<file path="src/rtl/sct_pkg.sv">
package sct_pkg;
  localparam int DATA_W    = 32;
  localparam int FIELD_LSB = 9;
  localparam int FIELD_MSB = 30;
  localparam int FIELD_W   = FIELD_MSB - FIELD_LSB + 1;

  localparam logic [2:0] OFS_LIM_RST  = 3'd0;
  localparam logic [2:0] OFS_COUNT    = 3'd1;
  localparam logic [2:0] OFS_LIM_KEEP = 3'd2;
  localparam logic [2:0] OFS_MODE     = 3'd4;

  // Extract a limit from write data; zero means the largest limit.
  function automatic logic [FIELD_W-1:0] sct_limit_of(input logic [DATA_W-1:0] wd);
    logic [FIELD_W-1:0] f;
    f = wd[FIELD_MSB:FIELD_LSB];
    return (f == '0) ? {FIELD_W{1'b1}} : f;
  endfunction

  // Place a field into a bus word with a chosen top bit.
  function automatic logic [DATA_W-1:0] sct_word_of(input logic top, input logic [FIELD_W-1:0] f);
    return {top, f, {FIELD_LSB{1'b0}}};
  endfunction

  // True when one more step reaches or passes the limit.
  function automatic logic sct_at_limit(input logic [FIELD_W-1:0] cnt, input logic [FIELD_W-1:0] lim);
    logic [FIELD_W:0] nxt;
    nxt = {1'b0, cnt} + 1'b1;
    return nxt >= {1'b0, lim};
  endfunction
endpackage

</file>
<file path="src/rtl/sct_counter.sv">
module sct_counter
  import sct_pkg::*;
(
  input  logic               clk,
  input  logic               rst_n,
  input  logic               tick_en,
  input  logic               wr_lim_rst,
  input  logic               wr_lim_keep,
  input  logic               rd_lim,
  input  logic [FIELD_W-1:0] new_limit,
  output logic [FIELD_W-1:0] count_o,
  output logic [FIELD_W-1:0] limit_o,
  output logic               reached_o,
  output logic               irq_o,
  output logic               hit_o
);
  logic [FIELD_W-1:0] count_q, limit_q;
  logic               reached_q, irq_q;
  logic               at_lim;

  assign at_lim = sct_at_limit(count_q, limit_q);
  assign hit_o  = tick_en && !wr_lim_rst && at_lim;

  always_ff @(posedge clk) begin
    if (!rst_n) begin
      count_q   <= '0;
      limit_q   <= {FIELD_W{1'b1}};
      reached_q <= 1'b0;
      irq_q     <= 1'b0;
    end else begin
      if (wr_lim_rst) begin
        limit_q <= new_limit;
        count_q <= '0;
      end else begin
        if (wr_lim_keep) limit_q <= new_limit;
        if (tick_en)     count_q <= at_lim ? '0 : count_q + 1'b1;
      end
      if (hit_o)       reached_q <= 1'b1;
      else if (rd_lim) reached_q <= 1'b0;
      if (hit_o)                       irq_q <= 1'b1;
      else if (rd_lim || wr_lim_rst)   irq_q <= 1'b0;
    end
  end

  assign count_o   = count_q;
  assign limit_o   = limit_q;
  assign reached_o = reached_q;
  assign irq_o     = irq_q;
endmodule

</file>
<file path="src/rtl/sct_mode_reg.sv">
module sct_mode_reg #(
  parameter int NUM_CPU = 4
) (
  input  logic               clk,
  input  logic               rst_n,
  input  logic               wr_mode,
  input  logic [NUM_CPU-1:0] new_mode,
  output logic [NUM_CPU-1:0] mode_o,
  output logic [NUM_CPU-1:0] restart_o
);
  logic [NUM_CPU-1:0] mode_q, restart_q;

  for (genvar g = 0; g < NUM_CPU; g++) begin : g_cpu
    always_ff @(posedge clk) begin
      if (!rst_n) begin
        mode_q[g]    <= 1'b0;
        restart_q[g] <= 1'b0;
      end else begin
        restart_q[g] <= wr_mode && (new_mode[g] != mode_q[g]);
        if (wr_mode) mode_q[g] <= new_mode[g];
      end
    end
  end

  assign mode_o    = mode_q;
  assign restart_o = restart_q;
endmodule

</file>
<file path="src/rtl/sct_rdmux.sv">
module sct_rdmux
  import sct_pkg::*;
#(
  parameter int NUM_CPU = 4,
  parameter int ADDR_W  = 3
) (
  input  logic [ADDR_W-1:0]  addr,
  input  logic [FIELD_W-1:0] limit,
  input  logic [FIELD_W-1:0] count,
  input  logic               reached,
  input  logic [NUM_CPU-1:0] mode,
  output logic [DATA_W-1:0]  rdata
);
  always_comb begin
    rdata = '0;
    case (3'(addr))
      OFS_LIM_RST: rdata = sct_word_of(1'b0, limit);
      OFS_COUNT:   rdata = sct_word_of(reached, count);
      OFS_MODE:    rdata = DATA_W'(mode);
      default:     rdata = '0;
    endcase
  end
endmodule

</file>
<file path="src/rtl/sys_cntr_timer.sv">
module sys_cntr_timer
  import sct_pkg::*;
#(
  parameter int NUM_CPU = 4,
  parameter int ADDR_W  = 3
) (
  input  logic               clk,
  input  logic               rst_n,
  input  logic               tick_en,
  input  logic               bus_sel,
  input  logic               bus_wr,
  input  logic [ADDR_W-1:0]  bus_addr,
  input  logic [DATA_W-1:0]  bus_wdata,
  output logic [DATA_W-1:0]  bus_rdata,
  output logic               irq_o,
  output logic [NUM_CPU-1:0] user_mode_o,
  output logic [NUM_CPU-1:0] restart_o
);
  // Named events for the checker
  logic ev_wr_lim_rst, ev_wr_lim_keep, ev_rd_lim, ev_wr_mode, ev_wr_undef, ev_hit;
  logic [FIELD_W-1:0] cnt_field, lim_field;
  logic               reached;

  assign ev_wr_lim_rst  = bus_sel && bus_wr  && (3'(bus_addr) == OFS_LIM_RST);
  assign ev_wr_lim_keep = bus_sel && bus_wr  && (3'(bus_addr) == OFS_LIM_KEEP);
  assign ev_rd_lim      = bus_sel && !bus_wr && (3'(bus_addr) == OFS_LIM_RST);
  assign ev_wr_mode     = bus_sel && bus_wr  && (3'(bus_addr) == OFS_MODE);
  assign ev_wr_undef    = bus_sel && bus_wr  && !ev_wr_lim_rst && !ev_wr_lim_keep
                          && !ev_wr_mode && (3'(bus_addr) != OFS_COUNT);

  sct_counter u_cnt (
    .clk        (clk),
    .rst_n      (rst_n),
    .tick_en    (tick_en),
    .wr_lim_rst (ev_wr_lim_rst),
    .wr_lim_keep(ev_wr_lim_keep),
    .rd_lim     (ev_rd_lim),
    .new_limit  (sct_limit_of(bus_wdata)),
    .count_o    (cnt_field),
    .limit_o    (lim_field),
    .reached_o  (reached),
    .irq_o      (irq_o),
    .hit_o      (ev_hit)
  );

  sct_mode_reg #(.NUM_CPU(NUM_CPU)) u_mode (
    .clk      (clk),
    .rst_n    (rst_n),
    .wr_mode  (ev_wr_mode),
    .new_mode (bus_wdata[NUM_CPU-1:0]),
    .mode_o   (user_mode_o),
    .restart_o(restart_o)
  );

  sct_rdmux #(.NUM_CPU(NUM_CPU), .ADDR_W(ADDR_W)) u_rd (
    .addr   (bus_addr),
    .limit  (lim_field),
    .count  (cnt_field),
    .reached(reached),
    .mode   (user_mode_o),
    .rdata  (bus_rdata)
  );
endmodule

</file>
<file path="config.mk">
export PLATFORM = sky130hd
export DESIGN_NAME = sys_cntr_timer
export DESIGN_NICKNAME = d
export VERILOG_FILES = /design/src/rtl/sct_pkg.sv /design/src/rtl/sct_counter.sv /design/src/rtl/sct_mode_reg.sv /design/src/rtl/sct_rdmux.sv /design/src/rtl/sys_cntr_timer.sv
export SDC_FILE = /design/constraint.sdc
export NUM_CORES = 1
export LEC_CHECK = 0
export BUFFER_PORTS_ARGS = -buffer_cell sky130_fd_sc_hd__buf_2
export CORE_UTILIZATION = 30
export CTS_CLUSTER_SIZE = 12
export DETAILED_ROUTE_END_ITERATION = 16
export PLACE_DENSITY = 0.61
export SYNTH_ARGS = -nofsm -noshare
export SYNTH_HDL_FRONTEND = slang
export SYNTH_SLANG_ARGS = --single-unit
</file>
<file path="constraint.sdc">
create_clock -name clk -period 4.1 [get_ports clk]
set_clock_uncertainty 0.2 [all_clocks]
set_input_delay 0.615 -clock clk [delete_from_list [all_inputs] [get_ports clk]]
set_output_delay 0.615 -clock clk [all_outputs]
set_load 0.005 [all_outputs]
</file>
* After elaboration in Yosys (flattened, before gate mapping)
Cells that the tools add are included.
** Word-level totals
- Register bits :: 54
- Bits of input ports :: 40
- Output and inout bits :: 41
- Word-level logic and storage cells :: 53
** Cells by class
- $add $sub $neg :: 2
- Order comparisons :: 1
- Eq/ne operators :: 7
- Muxes and demuxes :: 9
- Bitwise operators :: 1
- Reductions and logical operators :: 21
** Operators by type and width (count)
- 32-bit one-hot mux with 3 select lines :: 1
- 22-bit two-way mux :: 4
- 22-bit by 1-bit adder with 23-bit output, second input constant :: 1
- 23-bit by 22-bit >= comparator with 1-bit output :: 1
- 22-bit by 1-bit adder with 22-bit output, second input constant :: 1
- 22-bit logical NOT :: 1
- 1-bit logical AND :: 12
- 2-bit nonzero test :: 3
- 1-bit two-way mux :: 4
- 1-bit inequality test :: 4
- 3-bit by 1-bit == test with 1-bit output, second input constant :: 1
- 3-bit by 2-bit == test with 1-bit output, second input constant :: 1
- 3-bit == test, second input constant :: 1
- 3-bit logical NOT :: 1
- 1-bit logical NOT :: 2
- 2-bit OR reduction :: 1
- 1-bit logical OR :: 1
- 1-bit NOT :: 1

* Logic depth before layout (Yosys ltp)
Gate-level depths: netlist of the first run.
- Depth in word-level cells :: 6
- Mapped depth :: 15
- Depth with buffers taken out :: 13

* Cells and area by module
Synthesis of the first run repeated with hierarchy kept, for this count alone.
** Unflattened totals
- Cells, all modules :: 471
- Area, all modules :: 3853.7 um^2
** Modules (own cells, without submodules)
- sct_counter :: instances 1, cells an instance 341, area an instance 2786.4 um^2, seq. area each 920.9 um^2
- sct_rdmux :: instances 1, cells an instance 64, area an instance 454.2 um^2, seq. area each 0.0 um^2
- sys_cntr_timer :: instances 1, cells an instance 40, area an instance 322.8 um^2, seq. area each 0.0 um^2
- sct_mode_reg :: instances 1, cells an instance 26, area an instance 290.3 um^2, seq. area each 160.2 um^2

* Worst setup path after synthesis of the first run
Ideal clock, no wire load.
- Path type :: register to register
- Start point :: register u_cnt.count_q[0] (netlist: u_cnt.count_o[0])
- End point :: register u_cnt.count_q[9] (netlist: u_cnt.count_o[9])
- Library setup time :: 0.074 ns
- Arrival :: 2.981 ns
- Required time :: 3.826 ns
- Setup slack :: 0.844 ns
- Cell stages (with the launch flop) :: 16
- Path buffers :: 2
- Clock period less this slack :: 3.256 ns
- Cells stage by stage :: dfxtp_1 -> ha_1 -> and4_1 -> and3_1 -> nand2_1 -> nor2_1 -> xor2_1 -> ha_1 -> nand3_1 -> a21oi_1 -> a2111oi_0 -> and3_1 -> buf_6 -> buf_6 -> nand4_1 -> a31oi_1
** Between the ends
- Cells in the longest elaborated chain, start to end :: 3
- Elaborated cells on any way between the ends :: 4
- Those cells by class :: add/sub: 2; order compare: 1; mux: 1
** RTL lines
- from (decl) :: line sct_counter.sv:17 : logic [FIELD_W-1:0] count_q, limit_q;
- from (signal assigned) :: line sct_counter.sv:36 : if (tick_en) count_q <= at_lim ? '0 : count_q + 1'b1;
- 22-bit by 1-bit adder with 23-bit output :: line sct_pkg.sv:27 : nxt = {1'b0, cnt} + 1'b1;
- 23-bit by 22-bit >= comparator with 1-bit output :: line sct_pkg.sv:28 : return nxt >= {1'b0, lim};
- 22-bit two-way mux * :: line sct_counter.sv:36
Every way passes the cells marked *; elsewhere a longest branch is shown, timed or not.
A chain may end at the register's enable or synchronous reset.

* Final worst setup path of the first run
- Start point :: register u_cnt.count_q[1] (netlist: u_cnt.count_o[1])
- End point :: register u_cnt.count_q[0] (netlist: u_cnt.count_o[0])
** Between the ends
- Cells in the longest elaborated chain, start to end :: 3
** RTL lines (line)
- 22-bit by 1-bit adder with 23-bit output :: sct_pkg.sv:27
- 23-bit by 22-bit >= comparator with 1-bit output :: sct_pkg.sv:28
- 22-bit two-way mux :: sct_counter.sv:36
No other way between the ends.

==> summary.md, run 1 <==
| Metric | Value |
|---|---|
| Peak Freq | `261 MHz` |
| Avg Cell Area, Syn | `8.05 um^2` |
| EDFF count, synth | `0` |
| Starting DRT DRC Count | `184` |
| Total power | `0.00102 W` |
| Hold Slack | `0.296 ns` |
| CTS root buf | `clkbuf_8` |
| Comb pwr share | `10.5%` |
| DRC | `0` |
| Worst Path Buf+Inv | `1` |
| Largest area contributor in the netlist | `dfxtp_1` |
| Clk pin slew, worst setup/hold paths | `0.10 ns` |
| Synth warn | `0` |
| Cell variety after synth | `43` |
| Max_slew headroom | `41.0%` |
| Synth Register Bits | `54` |
| Switching fraction of total power | `25.5%` |
| Die area | `0.0117 mm^2` |
| H-tree Lvls | `2` |
| Fraction of registers with async set or reset after synthesis | `0%` |
| Synth top area share | `32.0%` |
| Initial core utilization | `31.1%` |
| Clock network latency to the later pin of the worst-skew pair | `0.31 ns` |
| Die height | `108 um` |
| Vias in the first global route | `3047` |
| Setup_tns | `0 ns` |
| Final WL | `9540 um` |
| Critical-path cell list | `and4_1 > nand4_1 > nor3_2 > xor2_1 > ha_1 > nand4_1 > a21oi_1 > a2111oi_1 > buf_4 > nand3_1 > or4_1 > a21oi_1` |
| Rows | `38` |
| Drt pass-1 iters | `4` |
| Via-to-Cell Ratio | `5.30` |
| Largest net degree at the start of global routing | `30` |
| Dpl cells | `611` |
| Top post-synthesis cells by count | `nand2_1 (56), dfxtp_1 (54), inv_1 (25)` |
| CTS Buf Count | `5` |
| Most numerous cell in the Yosys netlist | `nand2_1` |
| CTS tree | `yes` |
| CP endpoint kind | `flop` |
| Actual slew at the worst max-slew pin | `0.884 ns` |
| NetSw | `0.000261 W` |
| Die X | `108 um` |
| Ranking of synthesized cells by area | `dfxtp_1 (32%), ha_1 (8.5%), nand2_1 (6.2%), a22o_1 (5.7%), o22ai_1 (4.1%)` |
| Area Overhead vs Synth | `18.4%` |
| Worst Path Arrival | `3.88 ns` |
| Largest stage delay, worst path | `0.45 ns` |
| Final setup violation count | `0` |
| Minimum clock period | `3.83 ns` |
| Dpl ws | `0.186 ns` |
| Hold crit path type | `reg2reg` |
| Crit Path Category | `reg2reg` |
| Post-synth top flop | `dfxtp_1` |
| GPL Wtd Cong | `0.814` |
| Max-cap viol count | `0` |
| Leakage power | `1.85 nW` |
| Cells after Synth | `420` |
| Worst EP required | `4.14 ns` |
| Vias | `3280` |
| GR Overflow Total | `0` |
| # IOs | `81` |
| Worst r2r src | `u_cnt.count_o[1]` |
| Clk pwr share | `36.8%` |
| Startpoint of the worst hold path | `u_cnt.irq_o` |
| Antenna-violating nets left | `0` |
| Final nets | `541` |
| Top fanout value on the critical path | `7` |
| CP top delay family | `simple AND/OR/NAND/NOR gates` |
| First-pass GRT wire length | `15500 um` |
| Post-route clock period utilization | `93.5%` |
| RSZ-0062 raised after global routing | `false` |
| Int Power | `0.000763 W` |
| Worst path slowest cell | `or4_1` |
| DP Wirelength | `7020 um` |
| Register area share after synthesis | `32.0%` |
| PortBufs | `69` |
| Antenna diodes | `0` |
| Final Max Slew Viols | `0` |
| Status | `completed` |
| Worst setup SP type | `flop` |
| Gr usage total | `16.8%` |
| Hold_buf cts | `0` |
| Number of cells in the finished layout apart from fillers | `619` |
| CTS max path bufs | `2` |
| Number of antenna violations at the first check in global routing | `0` |
| Synth Cell Area | `0.00338 mm^2` |
| Layout cells sized above 1 | `21.9%` |
| Post-cts sizing count | `0` |
| Worst VDD drop | `0.158 mV` |
| Setup crit start | `u_cnt.count_o[1]` |
| Final hold vios | `0` |
| Sink Count | `54` |
| Share of power burned in registers | `52.7%` |
| Core ar. | `0.0109 mm^2` |
| Slack of the critical path | `0.265 ns` |
| Pwr dens | `256 mW/mm^2` |
| WL/cell | `15.4 um` |
| Post-CTS Setup Inserts | `0` |
-- tightest hold or removal path, cell delays in order (launching register included) --
cell and delay, ns:
dfxtp_1 0.34, nand2_1 0.06, a21oi_1 0.06
-- layout by cell type (no fill, tap or decap), types with 5 or more instances in the layout --
cell type,n
nor2b_1,7
nor2_1,18
dfxtp_1,51
conb_1,5
o22ai_1,22
inv_1,25
nand3_1,18
xor2_1,9
buf_4,11
a21oi_1,23
nor4_1,5
buf_2,69
a31oi_1,6
xnor2_1,15
a22o_1,22
ha_1,23
clkbuf_8,5
nor3_1,8
nand2_1,56
nand4_1,20
and2_1,5
-- routing by layer --
layer  track usage [%]  part of all wire (%)  vias to the layer above
met4              3.82                  0.58                        0
met5                 0                     0                        -
met3              2.11                   5.6                        4
met2              27.3                    47                       95
li1                  -                     -                     1625
met1              23.4                    47                     1556
-- cells by family after synthesis --
kind of cell | synth area share (%)
compound gates | 19.9
xor+xnor | 6.22
fa+ha+maj | 8.51
buf+inv | 8.10
flops | 32.0
mux | 1.18
other cells | 0.111
simple gates | 24.0
-- power by group through the flow --
stage	combinational (W)	sequential (W)	clock [W]
after floorplan	0.0000622	0.000548	0
after global placement	0.000105	0.000551	0
after detailed placement	0.000107	0.000551	0
after CTS	0.000108	0.000539	0.000387
after global routing	0.000119	0.000540	0.000411
final	0.000108	0.000539	0.000377
-- final timing paths --
check | to | slack [ns] | cells past startpoint
max | u_cnt.count_o[0] | 0.27 | 12
min | u_cnt.irq_o | 0.30 | 2
max reg2reg | u_cnt.count_o[0] | 0.27 | 12
min reg2reg | u_cnt.irq_o | 0.30 | 2
-- per-stage QoR --
stage | instance area [um^2] | utilization [%]
after floorplan | 3400 | -
after global placement | 3870 | 35.5
after detailed placement | 3870 | 35.5
after CTS | 3980 | 36.6
after global routing | 4000 | 36.8
final | 4000 | 36.8
-- sequential cells by signal, summed over array words and instances, names as in the netlist --
signal,cells
u_mode.restart_o,4
u_cnt.limit_o,22
u_mode.mode_o,4
u_cnt.irq_o,1
u_cnt.count_o,22
u_cnt.reached_o,1
-- final cells by class --
cell class,count,area [um^2]
Clock buffer,5,68.8
Clock inverter,3,47.5
Fill cell,1151,6880
Inverter,25,93.8
Multi-Input combinational cell,311,2090
Sequential cell,54,1080
Tap cell,140,175
Timing Repair Buffer,81,448
(Power assumes the default switching activity.)
==> run 2, diff against run 1 <==
--- a/config.mk
+++ b/config.mk
@@ -11,4 +11,5 @@
 export DETAILED_ROUTE_END_ITERATION = 16
 export PLACE_DENSITY = 0.61
+export SLEW_MARGIN = 20
 export SYNTH_ARGS = -nofsm -noshare
 export SYNTH_HDL_FRONTEND = slang
==> constraint.sdc (replaced) <==
create_clock -name clk -period 4.1 [get_ports clk]
set_clock_uncertainty 0.2 [all_clocks]
set_input_delay 0.615 -clock clk [delete_from_list [all_inputs] [get_ports clk]]
set_output_delay 0.615 -clock clk [all_outputs]
set_load 0.1 [all_outputs]
==> summary.md, run 2 (synthesis gave the netlist of run 1 again) <==
| Metric | Value |
|---|---|
| Final nets | `541 (unchanged)` |
| Layout cells sized above 1 | `20.9% (-1.0 points)` |
| Startpoint of the worst hold path | `u_cnt.irq_o` |
| Antenna diodes | `0 (unchanged)` |
| # IOs | `81 (unchanged)` |
| Clk pwr share | `30.9% (-5.9 points)` |
| Worst VDD drop | `0.134 mV (-15%)` |
| Area Overhead vs Synth | `17.4%` |
| Leakage power | `1.84 nW (-0.59%)` |
| Antenna-violating nets left | `0 (unchanged)` |
| DRC | `0 (unchanged)` |
| Clock network latency to the later pin of the worst-skew pair | `0.32 ns (about the same)` |
| RSZ-0062 raised after global routing | `false` |
| Most common cell after layout, fill and taps aside | `buf_2` |
| Gr usage total | `16.7% (-0.055 points)` |
| H-tree Lvls | `2 (unchanged)` |
| Setup crit start | `u_cnt.count_o[3]` |
| Max-cap viol count | `0 (unchanged)` |
| Number of cells in the finished layout apart from fillers | `619 (unchanged)` |
| Initial core utilization | `31.1% (unchanged)` |
| Switching fraction of total power | `34.0% (+8.5 points)` |
| DP Wirelength | `7100 um (+1.3%)` |
| Status | `completed` |
| Dpl cells | `611 (unchanged)` |
| Core ar. | `0.0109 mm^2 (unchanged)` |
| Top fanout value on the critical path | `8 (+1)` |
| Die area | `0.0117 mm^2 (unchanged)` |
| Rows | `38 (unchanged)` |
| NetSw | `0.000363 W (+39%)` |
| Final Max Slew Viols | `0 (unchanged)` |
| Post-route clock period utilization | `91.2% (-2.3 points)` |
| Comb pwr share | `18.7% (+8.2 points)` |
| Worst EP required | `4.17 ns (+0.03 ns)` |
| Sink Count | `54 (unchanged)` |
| CTS Buf Count | `5 (unchanged)` |
| Worst setup SP type | `flop` |
| Via-to-Cell Ratio | `5.31 (+0.27%)` |
| Die height | `108 um (unchanged)` |
| WL/cell | `15.4 um (-0.15%)` |
| Actual slew at the worst max-slew pin | `0.901 ns (+0.0169 ns)` |
| Pwr dens | `269 mW/mm^2 (+5.2%)` |
| GR Overflow Total | `0 (unchanged)` |
| Commonest cells after routing, fill and taps aside | `buf_2 (69), nand2_1 (56), dfxtp_1 (53), inv_1 (25)` |
| Drt pass-1 iters | `4 (unchanged)` |
| Die X | `108 um (unchanged)` |
| Peak Freq | `268 MHz (+2.6%)` |
| Vias in the first global route | `3090 (+1.4%)` |
| Clk pin slew, worst setup/hold paths | `0.11 ns (about the same)` |
| Share of power burned in registers | `50.5% (-2.2 points)` |
| Number of antenna violations at the first check in global routing | `0 (unchanged)` |
| Fillers | `1143 (-0.70%)` |
| Max_slew headroom | `39.9% (-1.1 points)` |
| Hold crit path type | `reg2reg` |
| GPL Wtd Cong | `0.806 (-1.0%)` |
| Worst r2r src | `u_cnt.count_o[3]` |
| PortBufs | `69 (unchanged)` |
| CTS tree | `yes` |
| CTS root buf | `clkbuf_8` |
| Largest net degree at the start of global routing | `30 (unchanged)` |
| Int Power | `0.000705 W (-7.6%)` |
| CTS max path bufs | `2 (unchanged)` |
| Starting DRT DRC Count | `168 (-8.7%)` |
| Crit Path Category | `reg2reg` |
| Minimum clock period | `3.74 ns (-0.0963 ns)` |
| Vias | `3289 (+0.27%)` |
| Final WL | `9520 um (-0.15%)` |
| First-pass GRT wire length | `15300 um (-1.3%)` |
| Final setup violation count | `0 (unchanged)` |
| Worst Path Arrival | `3.81 ns (-0.07 ns)` |
| Setup_tns | `0 ns (unchanged)` |
| Cell area after layout | `0.00397 mm^2 (-0.84%)` |
| CP endpoint kind | `flop` |
| Final hold vios | `0 (unchanged)` |
| Placed Instance Area | `0.00387 mm^2 (unchanged)` |
| Post-CTS Setup Inserts | `0 (unchanged)` |
==> run 2: power groups by stage <==
stage,logic (W),registers [W],clock network [W]
after detailed placement,0.000199,0.000551,0
after floorplan,0.000148,0.000553,0
after global routing,0.000211,0.000540,0.000357
final,0.000200,0.000539,0.000330
after global placement,0.000197,0.000551,0
after CTS,0.000200,0.000539,0.000336
==> run 2: worst paths after layout <==
path / to / slack [ns] / cells past startpoint
setup reg to reg: u_cnt.reached_o / 0.36 / 12
hold / removal: u_cnt.irq_o / 0.29 / 2
hold reg to reg: u_cnt.irq_o / 0.29 / 2
setup / recovery: u_cnt.reached_o / 0.36 / 12
==> run 2: area by class of cell <==
cell class              instances  area (um^2)  share of cell area [%]
clock buffers                   5         68.8                    1.73
clock inverters                 3         28.8                   0.725
inverters                      25         93.8                    2.36
multi-input cells             311         2070                    52.2
flip-flops and latches         54         1080                    27.3
well taps                     140          175                    4.41
repair buffers                 81          448                    11.3
==> run 2: layer usage <==
| layer | vias to the layer above | routed length [um] | GRT usage [%] | part of all wire, % |
|---|---|---|---|---|
| met5 | - | 0 | 0 | 0 |
| met4 | 0 | 106 | 4.60 | 1.1 |
| met3 | 8 | 485 | 1.99 | 5.1 |
| met2 | 97 | 4460 | 27.9 | 47 |
| met1 | 1553 | 4470 | 22.5 | 47 |
| li1 | 1631 | - | - | - |
==> run 2: repair_timing <==
action	in CTS	in global routing
endpoints found under the setup margin	0	17
hold buffers	0	0
gates resized for setup	0	3
==> run 2: worst max-delay path, stage by stage, from the launching register on <==
cell	delay [ns]
dfxtp_1	0.49
and4_1	0.35
nand4_1	0.25
nor3_1	0.40
xor2_1	0.13
ha_1	0.34
nand4_1	0.12
nor2_1	0.34
o311ai_0	0.34
and3_1	0.28
buf_4	0.18
a21oi_1	0.15
o21a_1	0.12
==> run 2: through the flow <==
stage | total power (W) | utilization, % | setup WS [ns] | hold WS [ns]
after floorplan | 0.000701 | - | 0.844 | 0.275
after global placement | 0.000748 | 35.5 | 0.312 | 0.273
after detailed placement | 0.000750 | 35.5 | 0.361 | 0.270
after CTS | 0.00107 | 36.4 | 0.277 | 0.286
after global routing | 0.00111 | 36.5 | 0.0955 | 0.307
final | 0.00107 | 36.5 | 0.362 | 0.287
